===== config.mk =====
export PLATFORM = sky130hd
export DESIGN_NAME = sar_serial_reader
export DESIGN_NICKNAME = d
export VERILOG_FILES = /design/src/rtl/sar_rd_pkg.sv /design/src/rtl/sar_rd_timebase.sv /design/src/rtl/sar_rd_shifter.sv /design/src/rtl/sar_rd_hold.sv /design/src/rtl/sar_serial_reader.sv
export SDC_FILE = /design/constraint.sdc
export NUM_CORES = 1
export LEC_CHECK = 0
export CAP_MARGIN = 10
export CORE_UTILIZATION = 52
export CTS_CLUSTER_DIAMETER = 80
export DETAILED_ROUTE_END_ITERATION = 7
export PLACE_DENSITY = 0.75
export RECOVER_POWER = 100
export SLEW_MARGIN = 0
export SYNTH_ARGS = -nofsm -noshare
export SYNTH_HDL_FRONTEND = slang
export SYNTH_SLANG_ARGS = --single-unit

===== constraint.sdc =====
create_clock -name clk -period 1.8 [get_ports clk]
set_input_delay 0.27 -clock clk [delete_from_list [all_inputs] [get_ports clk]]
set_output_delay 0.27 -clock clk [all_outputs]
set_load 0.1 [all_outputs]

===== src/rtl/sar_rd_pkg.sv =====
`timescale 1ns/1ps
package sar_rd_pkg;

   // control enables decoded from the frame counter
   typedef struct packed {
      logic sclk;
      logic cs_n;
      logic shift_en;
      logic capture;
   } sar_rd_ctl_t;

   function automatic int slot_width(input int cnt_w, input int sclk_bit);
      return cnt_w - sclk_bit - 1;
   endfunction

endpackage


===== src/rtl/sar_rd_timebase.sv =====
`timescale 1ns/1ps
module sar_rd_timebase #(
   parameter int CNT_W      = 8,
   parameter int SCLK_BIT   = 3,
   parameter int DATA_W     = 8,
   parameter int FIRST_SLOT = 1,
   parameter int CAP_SLOT   = 10,
   parameter bit CAP_EDGE   = 1'b1
) (
   input  logic                   clk,
   input  logic                   rst,
   output sar_rd_pkg::sar_rd_ctl_t ctl_o
);
   localparam int SLOT_W    = sar_rd_pkg::slot_width(CNT_W, SCLK_BIT);
   localparam int NSLOT     = 1 << SLOT_W;
   localparam int LAST_SLOT = FIRST_SLOT + DATA_W - 1;
   localparam int SEL_SLOT  = (NSLOT * 3) / 4;
   localparam logic [SCLK_BIT:0] SAMPLE_PH = {1'b0, {SCLK_BIT{1'b1}}};

   generate
      if (SCLK_BIT < 1) begin : g_bad_tap
         $error("SCLK_BIT must be at least 1");
      end
      if (SLOT_W < 2) begin : g_bad_slotw
         $error("counter too narrow for a slot field of two bits");
      end
      if (FIRST_SLOT < 1) begin : g_bad_setup
         $error("slot 0 is reserved for converter setup");
      end
      if (LAST_SLOT >= CAP_SLOT) begin : g_bad_cap_early
         $error("capture slot must follow the last data slot");
      end
      if (CAP_SLOT >= SEL_SLOT) begin : g_bad_cap_late
         $error("capture slot must lie inside the selected window");
      end
   endgenerate

   logic [CNT_W-1:0]  cnt_q;
   logic [SLOT_W-1:0] slot;
   logic [SCLK_BIT:0] phase;
   logic              in_window;
   logic              cap_hit;

   always_ff @(posedge clk) begin
      if (rst) cnt_q <= '0;
      else     cnt_q <= cnt_q + 1'b1;
   end

   assign slot      = cnt_q[CNT_W-1 -: SLOT_W];
   assign phase     = cnt_q[SCLK_BIT:0];
   assign in_window = (slot >= SLOT_W'(FIRST_SLOT)) && (slot <= SLOT_W'(LAST_SLOT));

   assign ctl_o.sclk     = cnt_q[SCLK_BIT];
   assign ctl_o.cs_n     = &cnt_q[CNT_W-1 -: 2];
   assign ctl_o.shift_en = in_window && (phase == SAMPLE_PH);
   assign ctl_o.capture  = cap_hit;

   generate
      if (CAP_EDGE) begin : g_cap_edge
         logic match_now;
         logic match_q;
         assign match_now = (slot == SLOT_W'(CAP_SLOT));
         always_ff @(posedge clk) begin
            if (rst) match_q <= 1'b0;
            else     match_q <= match_now;
         end
         assign cap_hit = match_now && !match_q;
      end else begin : g_cap_exact
         assign cap_hit = (cnt_q == {SLOT_W'(CAP_SLOT), {(SCLK_BIT+1){1'b0}}});
      end
   endgenerate

   // counter moves by exactly one per clock
   p_count_step_r2: assert property (@(posedge clk) disable iff (rst)
      !$past(rst) |-> cnt_q == $past(cnt_q) + 1'b1);

   // serial clock only toggles at a half-period boundary
   p_sclk_hold_r2: assert property (@(posedge clk) disable iff (rst)
      (cnt_q[SCLK_BIT-1:0] != {SCLK_BIT{1'b1}}) |=> $stable(ctl_o.sclk));

   // select rises only entering the last quarter
   p_sel_rise_r3: assert property (@(posedge clk) disable iff (rst)
      $rose(ctl_o.cs_n) |-> slot == SLOT_W'(SEL_SLOT));

   // sampling happens with select low, on the low sclk phase
   p_shift_gate_r5: assert property (@(posedge clk) disable iff (rst)
      ctl_o.shift_en |-> (!ctl_o.cs_n && !ctl_o.sclk));

   // capture strobe lasts one cycle
   p_cap_single_r6: assert property (@(posedge clk) disable iff (rst)
      ctl_o.capture |=> !ctl_o.capture);

   p_cap_no_shift_r6: assert property (@(posedge clk) disable iff (rst)
      ctl_o.capture |-> !ctl_o.shift_en);
endmodule


===== src/rtl/sar_rd_shifter.sv =====
`timescale 1ns/1ps
module sar_rd_shifter #(
   parameter int DATA_W = 8
) (
   input  logic              clk,
   input  logic              rst,
   input  logic              shift_en,
   input  logic              din,
   output logic [DATA_W-1:0] q
);
   generate
      if (DATA_W < 2) begin : g_bad_w
         $error("DATA_W must be at least 2");
      end
   endgenerate

   logic [DATA_W-1:0] nxt;

   genvar gi;
   generate
      for (gi = 0; gi < DATA_W; gi++) begin : g_bit
         if (gi == 0) begin : g_lsb
            assign nxt[gi] = din;
         end else begin : g_up
            assign nxt[gi] = q[gi-1];
         end
      end
   endgenerate

   always_ff @(posedge clk) begin
      if (rst)           q <= '0;
      else if (shift_en) q <= nxt;
   end

   // no movement without an enable
   p_shift_idle_r5: assert property (@(posedge clk) disable iff (rst)
      !shift_en |=> $stable(q));
endmodule


===== src/rtl/sar_rd_hold.sv =====
`timescale 1ns/1ps
module sar_rd_hold #(
   parameter int DATA_W = 8
) (
   input  logic              clk,
   input  logic              rst,
   input  logic              load,
   input  logic [DATA_W-1:0] din,
   output logic [DATA_W-1:0] q
);
   always_ff @(posedge clk) begin
      if (rst)       q <= '0;
      else if (load) q <= din;
   end

   p_hold_stable_r7: assert property (@(posedge clk) disable iff (rst)
      !load |=> $stable(q));

   p_reset_clear_r1: assert property (@(posedge clk)
      rst |=> (q == '0));
endmodule


===== src/rtl/sar_serial_reader.sv =====
`timescale 1ns/1ps
module sar_serial_reader #(
   parameter int CNT_W      = 8,
   parameter int SCLK_BIT   = 3,
   parameter int DATA_W     = 8,
   parameter int FIRST_SLOT = 1,
   parameter int CAP_SLOT   = 10,
   parameter bit CAP_EDGE   = 1'b1
) (
   input  logic              clk,
   input  logic              rst,
   input  logic              adc_dout,
   output logic              adc_sclk,
   output logic              adc_cs_n,
   output logic [DATA_W-1:0] sample
);
   sar_rd_pkg::sar_rd_ctl_t ctl;
   logic [DATA_W-1:0]       shreg;

   sar_rd_timebase #(
      .CNT_W(CNT_W), .SCLK_BIT(SCLK_BIT), .DATA_W(DATA_W),
      .FIRST_SLOT(FIRST_SLOT), .CAP_SLOT(CAP_SLOT), .CAP_EDGE(CAP_EDGE)
   ) u_tb (
      .clk(clk), .rst(rst), .ctl_o(ctl)
   );

   sar_rd_shifter #(.DATA_W(DATA_W)) u_sh (
      .clk(clk), .rst(rst), .shift_en(ctl.shift_en), .din(adc_dout), .q(shreg)
   );

   sar_rd_hold #(.DATA_W(DATA_W)) u_hd (
      .clk(clk), .rst(rst), .load(ctl.capture), .din(shreg), .q(sample)
   );

   assign adc_sclk = ctl.sclk;
   assign adc_cs_n = ctl.cs_n;

   p_rst_outputs_r1: assert property (@(posedge clk)
      rst |=> (!adc_sclk && !adc_cs_n));
endmodule


==> qor.csv, run 1 <==
stage;metric;value;unit
routing;drt pass-1 iters;4;
worst_setup_path;Crit Path Category;flip-flop to output port;
pwr;Logic pwr share;3.4;%
pwr;Final Power;840.4;uW
timing;Fin. Hold Viols;0;
clock_network;Post-CTS Setup Repair Bufs;0;
placed_design;routability cong.;0.7666;
synth;syn nets;106;
synth;Yosys reg bits;25;
synth;Synth top area share;51.02;%
outcome;outcome;complete, no violations;
worst_setup_path;CP Capture Type;output port;
timing;worst hold slack;482.5;ps
pwr;sequential power share;67.2;%
placed_design;placed insts;139;
worst_setup_path;Required @ worst endpoint;1530;ps
synth;Syn Std Cell Area;980.9;sq um
grt;initial antenna violation count;0;
final_layout;Non-Filler Instances;143;
synth;yosys warns;0;
timing;fmax;674.1;MHz
clock_network;PostCTS Resize Cnt;0;
final_layout;# nets final;123;
clock_network;Root Driver;clkbuf_4;
routing;Vias/cell;5.385;
synth;number of synthesized flops with an enable pin;0;
timing;RSZ-0062 raised after global routing;false;
worst_setup_path;CP max stage delay;480;ps
synth;Mean Syn Cell Area;9.617;sq um
timing;fin. max-slew vios;0;
synth;cell with the most instances after synthesis;dfxtp_1;
grt;first-pass GRT wire length;2.898;mm
routing;routed len/inst;12.21;um
floorplanning;Die Span X;45.43;um
synth;Synth Area in XOR/XNOR;2.679;%
final_layout;Syn-to-layout area delta;17.60;%
worst_setup_path;Worst Path Arrival;1210;ps
timing;Slew @ Worst Pin;540.2;ps
timing;clock period minus worst slack;1483;ps
synth;Cells after Synth;102;
synth;largest family of logic cells by synthesized area;simple AND/OR/NAND/NOR gates;
placed_design;Setup WS pre-CTS;337.9;ps
timing;Final Skew;11.28;ps
worst_hold_path;hold path depth;2;
pwr;Internal Pwr Total;658.3;uW
grt;pin count of the biggest net entering global routing;16;
floorplanning;# IOs;13;
worst_setup_path;Max FO, Critical Path;8;
clock_network;clock sink count;25;
synth;Compound-Gate Fraction of Synth Area;12.12;%
job;max_cap viols;0;
clock_network;Worst-Skew Late Latency;310;ps
routing;total vias in the final route;770;
synth;main flop type after synthesis;dfxtp_1;
grt;grt ovf;0;
worst_setup_path;Worst path slowest cell;dfxtp_1;
synth;sequential-to-total area share from yosys stat;51.02;%
synth;count of different cell masters after synthesis;22;
final_layout;Antenna Cells;0;
worst_setup_path;worst-path cell chain;and2_0 > buf_12;
clock_network;Reg clk slew, reported paths;140;ps
clock_network;CTS buffer count;3;
timing;Setup TNS;0;ps
routing;DRT Wirelength;1.746;mm
timing;PnR worst setup slack;316.6;ps
pwr;power share of the clock group;29.4;%
routing;DRT antenna net count;0;
floorplanning;Starting Density;56.20;%
final_layout;fill count;162;
clock_network;H-tree depth;1;
synth;post-synth top area cell;dfxtp_1;
placed_design;PortBufs;12;
grt;GRT Overall Usage;19.70;%
timing;Slew HR;64.14;%
pwr;PwrDens;728.5;nW/um^2
worst_setup_path;Buf+Inv Stages, Crit Path;1;
synth;most frequent cells after synthesis;dfxtp_1 (25), a21oi_1 (11), nand3_1 (11), o21ai_0 (11), nand2b_1 (9);
floorplanning;height of the die;45.43;um
floorplanning;core area;1745;sq um
worst_setup_path;Worst Setup Start Kind;flip-flop;
grt;vias in the first global route;659;
pwr;switching power share of the total;21.66;%
synth;Post-Synth Simple-Gate Area;22.83;%
worst_setup_path;Reg2Reg Depth;5;
worst_hold_path;worst min path class;flip-flop to flip-flop;
routing;DRC viols;0;
timing;endpoints failing setup;0;
worst_setup_path;CP delay by family, top;flip-flops;
floorplanning;Die ar.;2064;sq um
floorplanning;Core Rows;15;
clock_network;clk buf depth;2;
pwr;Leak Pwr;0.3815;nW
timing;fin crit share;82.41;%
synth;mux share of post-synthesis cell area;8.163;%
synth;Post-Synth Adder-Cell Area;1.276;%
worst_setup_path;critical path depth in cells;2;
clock_network;hold buffers post-CTS;0;
pwr;peak supply drop;460.9;uV
synth;Synth area leaders;dfxtp_1 (51%), mux2i_1 (8.2%), nand2b_1 (5.7%), a21oi_1 (5.6%), nand3_1 (5.6%);
synth;Async SR Flop Fraction;0;%
clock_network;CTS tree;yes;
routing;DRT iter0 DRCs;22;
placed_design;dpl hpwl;1.299;mm
final_layout;layout cell share with drive strength beyond 1;15.25;%
pwr;Switching Power;182.1;uW
-- sequential cells by signal (all words and copies together) (netlist names) --
name	count
u_hd.q	8
u_tb.g_cap_edge.match_q	1
u_tb.cnt_q	8
u_sh.q	8
-- tightest hold or removal path: stages (launching register included) --
cell     delay, ps
dfxtp_1        330
o21ai_0         60
a21oi_1         60
-- layer usage --
layer	part of all wire, %	global-route usage (%)	wire length [um]
met3	3.0	3.571	52
met2	43	29.14	753
met5	0	0	0
met1	53	28.33	933
met4	0.34	7.273	6
-- power groups by stage --
stage / sequential (mW) / combinational, mW / clock, mW
6_report: 0.565 / 0.0287 / 0.247
5_1_grt: 0.566 / 0.0327 / 0.281
4_1_cts: 0.565 / 0.0303 / 0.258
3_5_place_dp: 0.577 / 0.0299 / 0
3_3_place_gp: 0.577 / 0.0299 / 0
2_1_floorplan: 0.577 / 0.0165 / 0
-- area by class of cell --
class	instances	area [sq um]	share of cell area [%]
Tap cell	25	31.28	2.711
Multi-Input combinational cell	72	461.7	40.02
Inverter	1	3.754	0.3254
Timing Repair Buffer	16	126.4	10.95
Sequential cell	25	500.5	43.38
Clock buffer	3	22.52	1.952
Clock inverter	1	7.507	0.6508
-- cells in the final DEF (no fill, tap or decap) --
cell type / n
nor4bb_1: 1
ha_1: 1
nand2b_1: 9
nor4_4: 1
o31a_1: 1
buf_4: 3
clkbuf_4: 3
o21ai_0: 11
clkbuf_1: 1
inv_1: 1
clkbuf_2: 8
or3_1: 3
buf_12: 2
nand3_1: 11
nor4_1: 1
xor2_1: 2
dlygate4sd3_1: 1
mux2i_1: 8
and2_0: 1
dfxtp_1: 25
clkdlybuf4s50_1: 1
xnor2_1: 1
nand4_1: 1
clkinvlp_4: 1
nand2_1: 2
nor2_1: 5
or4bb_1: 1
nor2b_1: 1
a21oi_1: 11
-- worst paths after layout --
path	start	to	slack, ps
max reg2reg	u_tb.cnt_q[0]	u_sh.q[6]	320
min	u_hd.q[0]	u_hd.q[0]	480
min reg2reg	u_hd.q[0]	u_hd.q[0]	480
max	u_tb.cnt_q[6]	adc_cs_n	320
-- stage by stage --
stage	instance area (sq um)	utilization, %
6_report	1154	66.09
3_3_place_gp	1149	65.81
2_1_floorplan	982.2	-
3_5_place_dp	1149	65.81
4_1_cts	1179	67.53
5_1_grt	1154	66.09
-- cells by family after synthesis --
logic type,after synthesis
and+or+nand+nor,37
DFF,25
AOI/OAI and AO/OA,23
muxes,8
buffers and inverters,5
xor gates and xnor gates,3
adders and majority gates,1
No activity file was read; power rests on OpenSTA's default activity.
==> inputs of run 2 (changes only) <==
clock period = 1.5 ns   (was 1.8 ns; I/O delays follow)
==> run 2 against run 1 <==
Net effect:
- sequential share of layout area decreased by 0.50 points
- critical path depth is 2 higher
- setup slack worse by 260 ps
- hold slack got worse by 13 ps
- sequential cell count stayed put
- non-clock buffer count is 3 higher
- critical endpoint is now u_sh.q[6]
- largest cell class unchanged
==> qor.csv, run 2 (synthesis results as in run 1) <==
stage;metric;value;unit;change
worst_setup_path;Max FO, Critical Path;8;;unchanged
routing;drt pass-1 iters;4;;unchanged
grt;grt ovf;0;;unchanged
pwr;Final Power;1.011;mW;+20%
worst_setup_path;Worst path slowest cell;dfxtp_2;;
timing;Slew @ Worst Pin;562.1;ps;+21.93 ps
clock_network;clock sink count;25;;unchanged
clock_network;H-tree depth;1;;unchanged
worst_setup_path;CP max stage delay;380;ps;-100 ps
floorplanning;Starting Density;56.20;%;unchanged
timing;fin crit share;96.05;%;
clock_network;Worst-Skew Late Latency;320;ps;about the same
placed_design;PortBufs;12;;unchanged
pwr;Switching Power;219.8;uW;+21%
floorplanning;# IOs;13;;unchanged
floorplanning;height of the die;45.43;um;unchanged
timing;Fin. Hold Viols;0;;unchanged
timing;PnR worst setup slack;59.20;ps;-257.4 ps
routing;Vias/cell;5.514;;+2.4%
routing;routed wl met2;976;um;+30%
grt;first-pass GRT wire length;3.408;mm;+18%
final_layout;layout cell share with drive strength beyond 1;21.49;%;+6.2 points
grt;GRT Overall Usage;23.52;%;+3.8 points
grt;pin count of the biggest net entering global routing;15;;-1
pwr;sequential power share;67.0;%;-0.2 points
pwr;PwrDens;857.7;nW/um^2;+18%
routing;met1 WL;909;um;-2.6%
job;max_cap viols;0;;unchanged
routing;routed len/inst;13.69;um;+12%
routing;DRC viols;0;;unchanged
worst_hold_path;worst min path class;primary input to flip-flop;;
routing;DRT iter0 DRCs;14;;-36%
routing;highest routed layer;met4;;
timing;clock period minus worst slack;1441;ps;
grt;vias in the first global route;767;;+16%
routing;DRT antenna net count;0;;unchanged
timing;fin. max-slew vios;0;;unchanged
final_layout;Syn-to-layout area delta;20.15;%;
pwr;Leak Pwr;0.4050;nW;+6.2%
floorplanning;Core Rows;15;;unchanged
clock_network;CTS buffer count;3;;unchanged
pwr;switching power share of the total;21.75;%;+0.083 points
floorplanning;core area;1745;sq um;unchanged
worst_setup_path;worst-path cell chain;o31a_1 > nor4_4 > buf_12 > mux2i_1;;
timing;Setup TNS;0;ps;unchanged
final_layout;Antenna Cells;0;;unchanged
floorplanning;Die Span X;45.43;um;unchanged
pwr;power share of the clock group;29.2;%;-0.2 points
routing;total vias in the final route;805;;+4.5%
worst_setup_path;Worst Setup Start Kind;flip-flop;;
clock_network;CTS tree;yes;;
placed_design;instance area after placement;1284;sq um;+12%
pwr;peak supply drop;498.5;uV;+8.2%
worst_setup_path;Worst Path Arrival;1700;ps;+490 ps
grt;initial antenna violation count;0;;unchanged
worst_setup_path;Required @ worst endpoint;1760;ps;+230 ps
placed_design;dpl hpwl;1.426;mm;+9.8%
timing;fmax;694.1;MHz;
timing;Slew HR;62.18;%;-2.0 points
clock_network;Root Driver;clkbuf_4;;
final_layout;biggest regs;u_hd.q (8), u_sh.q (8), u_tb.cnt_q (8);;
final_layout;Finished Cell Area;1179;sq um;+2.2%
timing;endpoints failing setup;0;;unchanged
final_layout;commonest non-fill, non-tap cell in the layout;dfxtp_1;;
floorplanning;Die ar.;2064;sq um;unchanged
worst_setup_path;Crit Path Category;flip-flop to flip-flop;;
final_layout;most frequent cells in the layout;dfxtp_1 (21), nand3_1 (11), a21oi_1 (11);;
pwr;Logic pwr share;3.8;%;+0.4 points
worst_setup_path;CP Capture Type;flip-flop;;
placed_design;routability cong.;0.7928;;+3.4%
routing;DRT Wirelength;1.999;mm;+14%
timing;RSZ-0062 raised after global routing;false;;
final_layout;# nets final;126;;+2.4%
pwr;Internal Pwr Total;791.0;uW;+20%
clock_network;Reg clk slew, reported paths;140;ps;about the same
clock_network;clk buf depth;2;;unchanged
timing;Final Skew;10.57;ps;-0.7079 ps
outcome;outcome;complete, no violations;;
placed_design;Setup WS pre-CTS;-34.64;ps;-372.5 ps
routing;WL met3;93;um;+79%
==> run 2: cell types whose count changed in the layout (fill, tap and decap cells not counted), sizes merged <==
cell / delta
clkinvlp: -1
buf: +8
clkbuf: -5
clkinv: +1
==> run 2: final cells by class <==
| class | count | area (sq um) |
|---|---|---|
| Fill cell | 152 | 566.8 |
| Multi-Input combinational cell | 72 | 467.9 |
| Clock buffer | 3 | 22.52 |
| Timing Repair Buffer | 19 | 142.6 |
| Sequential cell | 25 | 505.5 |
| Inverter | 1 | 3.754 |
| Clock inverter | 1 | 5.005 |
| Tap cell | 25 | 31.28 |
==> run 2: worst max-delay path: cells and delay by family (launching register included) <==
| kind | cells | cell delay, ps |
|---|---|---|
| and+or+nand+nor | 1 | 310 |
| muxes | 1 | 190 |
| DFF | 1 | 380 |
| AOI/OAI and AO/OA | 1 | 330 |
| buffers and inverters | 1 | 170 |
==> run 2: metrics by stage <==
stage	hold slack, ps	std cells	utilization, %
global route	483.2	146	67.53
finish	469.9	146	67.53
CTS	462.1	146	75.34
floorplan	381.1	102	-
detailed placement	468.0	142	73.55
global placement	460.4	142	73.55
==> run 2: path summary, 6_finish.rpt <==
path	from	end	slack, ps	cells after the start
hold / removal	adc_dout	u_sh.q[0]	470	3
setup / recovery	u_tb.cnt_q[5]	u_sh.q[6]	60	4
setup reg to reg	u_tb.cnt_q[5]	u_sh.q[6]	60	4
hold reg to reg	u_hd.q[5]	u_hd.q[5]	480	2
==> run 2: routing by layer <==
layer / GRT usage, % / vias up
met5: 0 / -
met4: 11.52 / 0
met3: 4.762 / 4
met2: 36.29 / 24
met1: 31.23 / 375
li1: - / 402
==> run 2: power by group through the flow <==
stage	combinational [mW]	clock, mW	sequential [mW]
final	0.0379	0.295	0.678
after global routing	0.0427	0.333	0.679
after global placement	0.0384	0	0.691
after CTS	0.0395	0.305	0.677
after detailed placement	0.0396	0	0.692
after floorplan	0.0198	0	0.693
==> run 2: timing repair <==
item	CTS	global route
buffers inserted	0	0
cloned	0	0
setup endpoints to repair	1	11
hold buffers	0	0
gates resized for setup	1	6
==> inputs of run 3 (changes only) <==
CORE_UTILIZATION = 51   (was 52)
PLACE_DENSITY = 0.74   (was 0.75)
SYNTH_HIERARCHICAL = 1   (was not set)
==> run 3 against run 2 <==
Net effect:
- non-clock buffer count did not move
- first-iteration DRC count decreased by 43%
- setup slack better by 44 ps
- global-route usage is 3.9 points lower
- largest cell class unchanged
==> qor.csv, run 3 <==
stage;metric;value;unit;change
outcome;outcome;complete, no violations;;
routing;DRT Wirelength;1.675;mm;-16%
synth;post-synth top area cell;dfxtp_1;;
timing;Slew HR;86.07;%;+24 points
synth;Synth top area share;52.49;%;+1.5 points
pwr;switching power share of the total;21.00;%;-0.74 points
timing;Final Skew;3.245;ps;-7.327 ps
worst_setup_path;Reg2Reg Depth;6;;+2
routing;routed len/inst;12.23;um;-11%
final_layout;layout cell share with drive strength beyond 1;21.43;%;-0.059 points
routing;Vias/cell;4.993;;-9.4%
pwr;PwrDens;799.1;nW/um^2;-6.8%
synth;sequential-to-total area share from yosys stat;52.49;%;+1.5 points
final_layout;Syn-to-layout area delta;31.76;%;
placed_design;Setup WS pre-CTS;98.28;ps;+132.9 ps
worst_setup_path;Worst Setup Start Kind;flip-flop;;
grt;grt ovf;0;;unchanged
synth;Async SR Flop Fraction;0;%;unchanged
pwr;sequential power share;67.5;%;+0.5 points
placed_design;placed insts;133;;-6.3%
timing;Slew @ Worst Pin;206.8;ps;-355.4 ps
worst_setup_path;Crit. Startpoint;u_tb/cnt_q[4];;
worst_setup_path;R2R setup slack;100;ps;+40 ps
worst_hold_path;worst min path class;flip-flop to flip-flop;;
worst_setup_path;Worst Path Arrival;1620;ps;-80 ps
final_layout;# nets final;117;;-7.1%
timing;Setup TNS;0;ps;unchanged
clock_network;clk buf depth;2;;unchanged
synth;Yosys reg bits;25;;unchanged
timing;PnR worst setup slack;103.6;ps;+44.41 ps
final_layout;biggest regs;u_hd/q (8), u_sh/q (8), u_tb/cnt_q (8);;
pwr;Internal Pwr Total;793.0;uW;+0.25%
worst_setup_path;Crit Reg-Reg Endpoint;u_sh/q[1];;
synth;number of synthesized flops with an enable pin;0;;unchanged
worst_setup_path;Required @ worst endpoint;1720;ps;-40 ps
final_layout;commonest non-fill, non-tap cell in the layout;dfxtp_1;;
worst_setup_path;CP Capture Type;flip-flop;;
synth;most frequent cells after synthesis;dfxtp_1 (25), nor2_1 (23), mux2i_1 (16);;
floorplanning;height of the die;45.24;um;-0.43%
floorplanning;core area;1745;sq um;unchanged
routing;drt pass-1 iters;3;;-1
placed_design;dpl hpwl;1.149;mm;-19%
clock_network;CTS tree;yes;;
grt;vias in the first global route;658;;-14%
pwr;Leak Pwr;0.4410;nW;+8.9%
synth;main flop type after synthesis;dfxtp_1;;
pwr;Switching Power;210.9;uW;-4.1%
synth;yosys warns;6;;+6
floorplanning;Starting Density;54.62;%;-1.6 points
clock_network;H-tree depth;1;;unchanged
timing;Fin. Hold Viols;0;;unchanged
synth;cell with the most instances after synthesis;dfxtp_1;;
synth;Mean Syn Cell Area;9.931;sq um;+3.3%
timing;clock period minus worst slack;1396;ps;-44.41 ps
pwr;power share of the clock group;28.9;%;-0.3 points
final_layout;Antenna Cells;0;;unchanged
pwr;peak supply drop;705.7;uV;+42%
grt;initial antenna violation count;0;;unchanged
routing;DRT antenna net count;0;;unchanged
floorplanning;# IOs;13;;unchanged
timing;fmax;716.1;MHz;+3.2%
floorplanning;Core Rows;15;;unchanged
job;max_cap viols;0;;unchanged
final_layout;most frequent cells in the layout;dfxtp_1 (24), nor2_1 (23), mux2i_1 (16);;
routing;DRT iter0 DRCs;8;;-6
routing;DRC viols;0;;unchanged
timing;fin. max-slew vios;0;;unchanged
clock_network;clock sink count;25;;unchanged
floorplanning;Die ar.;2046;sq um;-0.86%
worst_setup_path;CP endpoint;u_sh/q[1];;
synth;Synth area leaders;dfxtp_1 (52%), mux2i_1 (17%), nor2_1 (9.1%), xor2_1 (2.8%), buf_6 (2.4%);;
clock_network;Root Driver;clkbuf_4;;
pwr;Logic pwr share;3.6;%;-0.2 points
timing;endpoints failing setup;0;;unchanged
routing;total vias in the final route;684;;-15%
clock_network;Worst-Skew Late Latency;310;ps;about the same
worst_setup_path;Crit Path Category;flip-flop to flip-flop;;
final_layout;Non-Filler Instances;137;;-6.2%
clock_network;Reg clk slew, reported paths;130;ps;about the same
grt;first-pass GRT wire length;2.815;mm;-17%
grt;GRT Overall Usage;19.63;%;-3.9 points
grt;pin count of the biggest net entering global routing;24;;+9
placed_design;routability cong.;0.6917;;-13%
floorplanning;Die Span X;45.24;um;-0.43%
synth;syn nets;100;;-5.7%
synth;count of different cell masters after synthesis;20;;-9.1%
worst_setup_path;R2R Path Start;u_tb/cnt_q[4];;
worst_setup_path;Max FO, Critical Path;8;;unchanged
placed_design;PortBufs;12;;unchanged
clock_network;CTS buffer count;3;;unchanged
synth;Cells after Synth;96;;-5.9%
synth;Syn Std Cell Area;953.4;sq um;-2.8%
timing;fin crit share;93.09;%;-3.0 points
run 3: cell types whose count changed in the layout (fill, tap and decap cells not counted), sizes merged, moves of 3 or more:
cell	before	now
a21oi	11	3
buf	13	17
clkbuf	7	4
mux2i	8	16
nand2b	9	0
nand3	11	4
nor2	5	23
o21ai	11	3
run 3: what timing repair did:
item                       CTS  global route
hold buffers                 0             0
resized for setup            0             3
setup endpoints to repair    0             8
buffers inserted             0             0
run 3: how the worst min path moves through the flow:
stage                  startpoint            end  slack (ps)  depth (start not counted)
floorplan                adc_dout      u_sh/q[0]         370                          2
global placement    u_tb/cnt_q[0]  u_tb/cnt_q[0]         440                          1
detailed placement  u_tb/cnt_q[0]  u_tb/cnt_q[0]         460                          1
CTS                 u_tb/cnt_q[0]  u_tb/cnt_q[0]         480                          1
global route        u_tb/cnt_q[0]  u_tb/cnt_q[0]         450                          1
finish              u_tb/cnt_q[0]  u_tb/cnt_q[0]         440                          1
run 3: area by class of cell:
class | instances | area, sq um
repair buffers | 19 | 285.3
well taps | 25 | 31.28
fillers | 143 | 489.2
flip-flops and latches | 25 | 501.7
clock buffers | 4 | 26.28
multi-input cells | 64 | 411.6
run 3: cell families (layout without fill, tap and decap cells):
| family | count (synthesis) | count (layout) | synth area share, % |
|---|---|---|---|
| XOR/XNOR | 4 | 4 | 3.675 |
| flip-flops | 25 | 25 | 52.49 |
| multiplexers | 16 | 16 | 16.80 |
| AO/OA/AOI/OAI | 6 | 6 | 3.149 |
| adder cells (fa/ha/maj) | 1 | 1 | 1.312 |
| AND/OR/NAND/NOR | 37 | 37 | 17.46 |
| buffers and inverters | 7 | 23 | 5.117 |
run 3: power by group through the flow:
stage               Combinational, mW  Clock, mW  Sequential [mW]
CTS                            0.0362      0.296            0.677
global placement               0.0351          0            0.691
global route                   0.0402      0.321            0.679
detailed placement             0.0357          0            0.692
floorplan                      0.0201          0            0.691
finish                         0.0360      0.291            0.677
run 3: worst max-delay path: stages, from the launching register on:
cell and delay [ps]:
dfxtp_1 350, nor3_2 200, xor2_1 100, nor3_1 180, buf_4 220, mux2i_1 210, nor2_1 50
run 3: routing by layer:
metal / GRT usage [%] / routed length [um] / up-vias
met2: 29.57 / 795 / 13
met5: 0 / 0 / -
met4: 14.55 / 41 / 0
li1: - / - / 349
met3: 2.400 / 33 / 4
met1: 25.69 / 804 / 318
run 3: through the flow:
step,cell area [sq um],power [mW],hold slack (ps),utilization [%]
2_1_floorplan,953.4,0.7110,372.2,-
3_3_place_gp,1221,0.7262,441.6,69.96
3_5_place_dp,1221,0.7273,459.4,69.96
4_1_cts,1247,1.009,484.3,71.47
5_1_grt,1256,1.041,452.3,71.97
6_report,1256,1.004,437.8,71.97
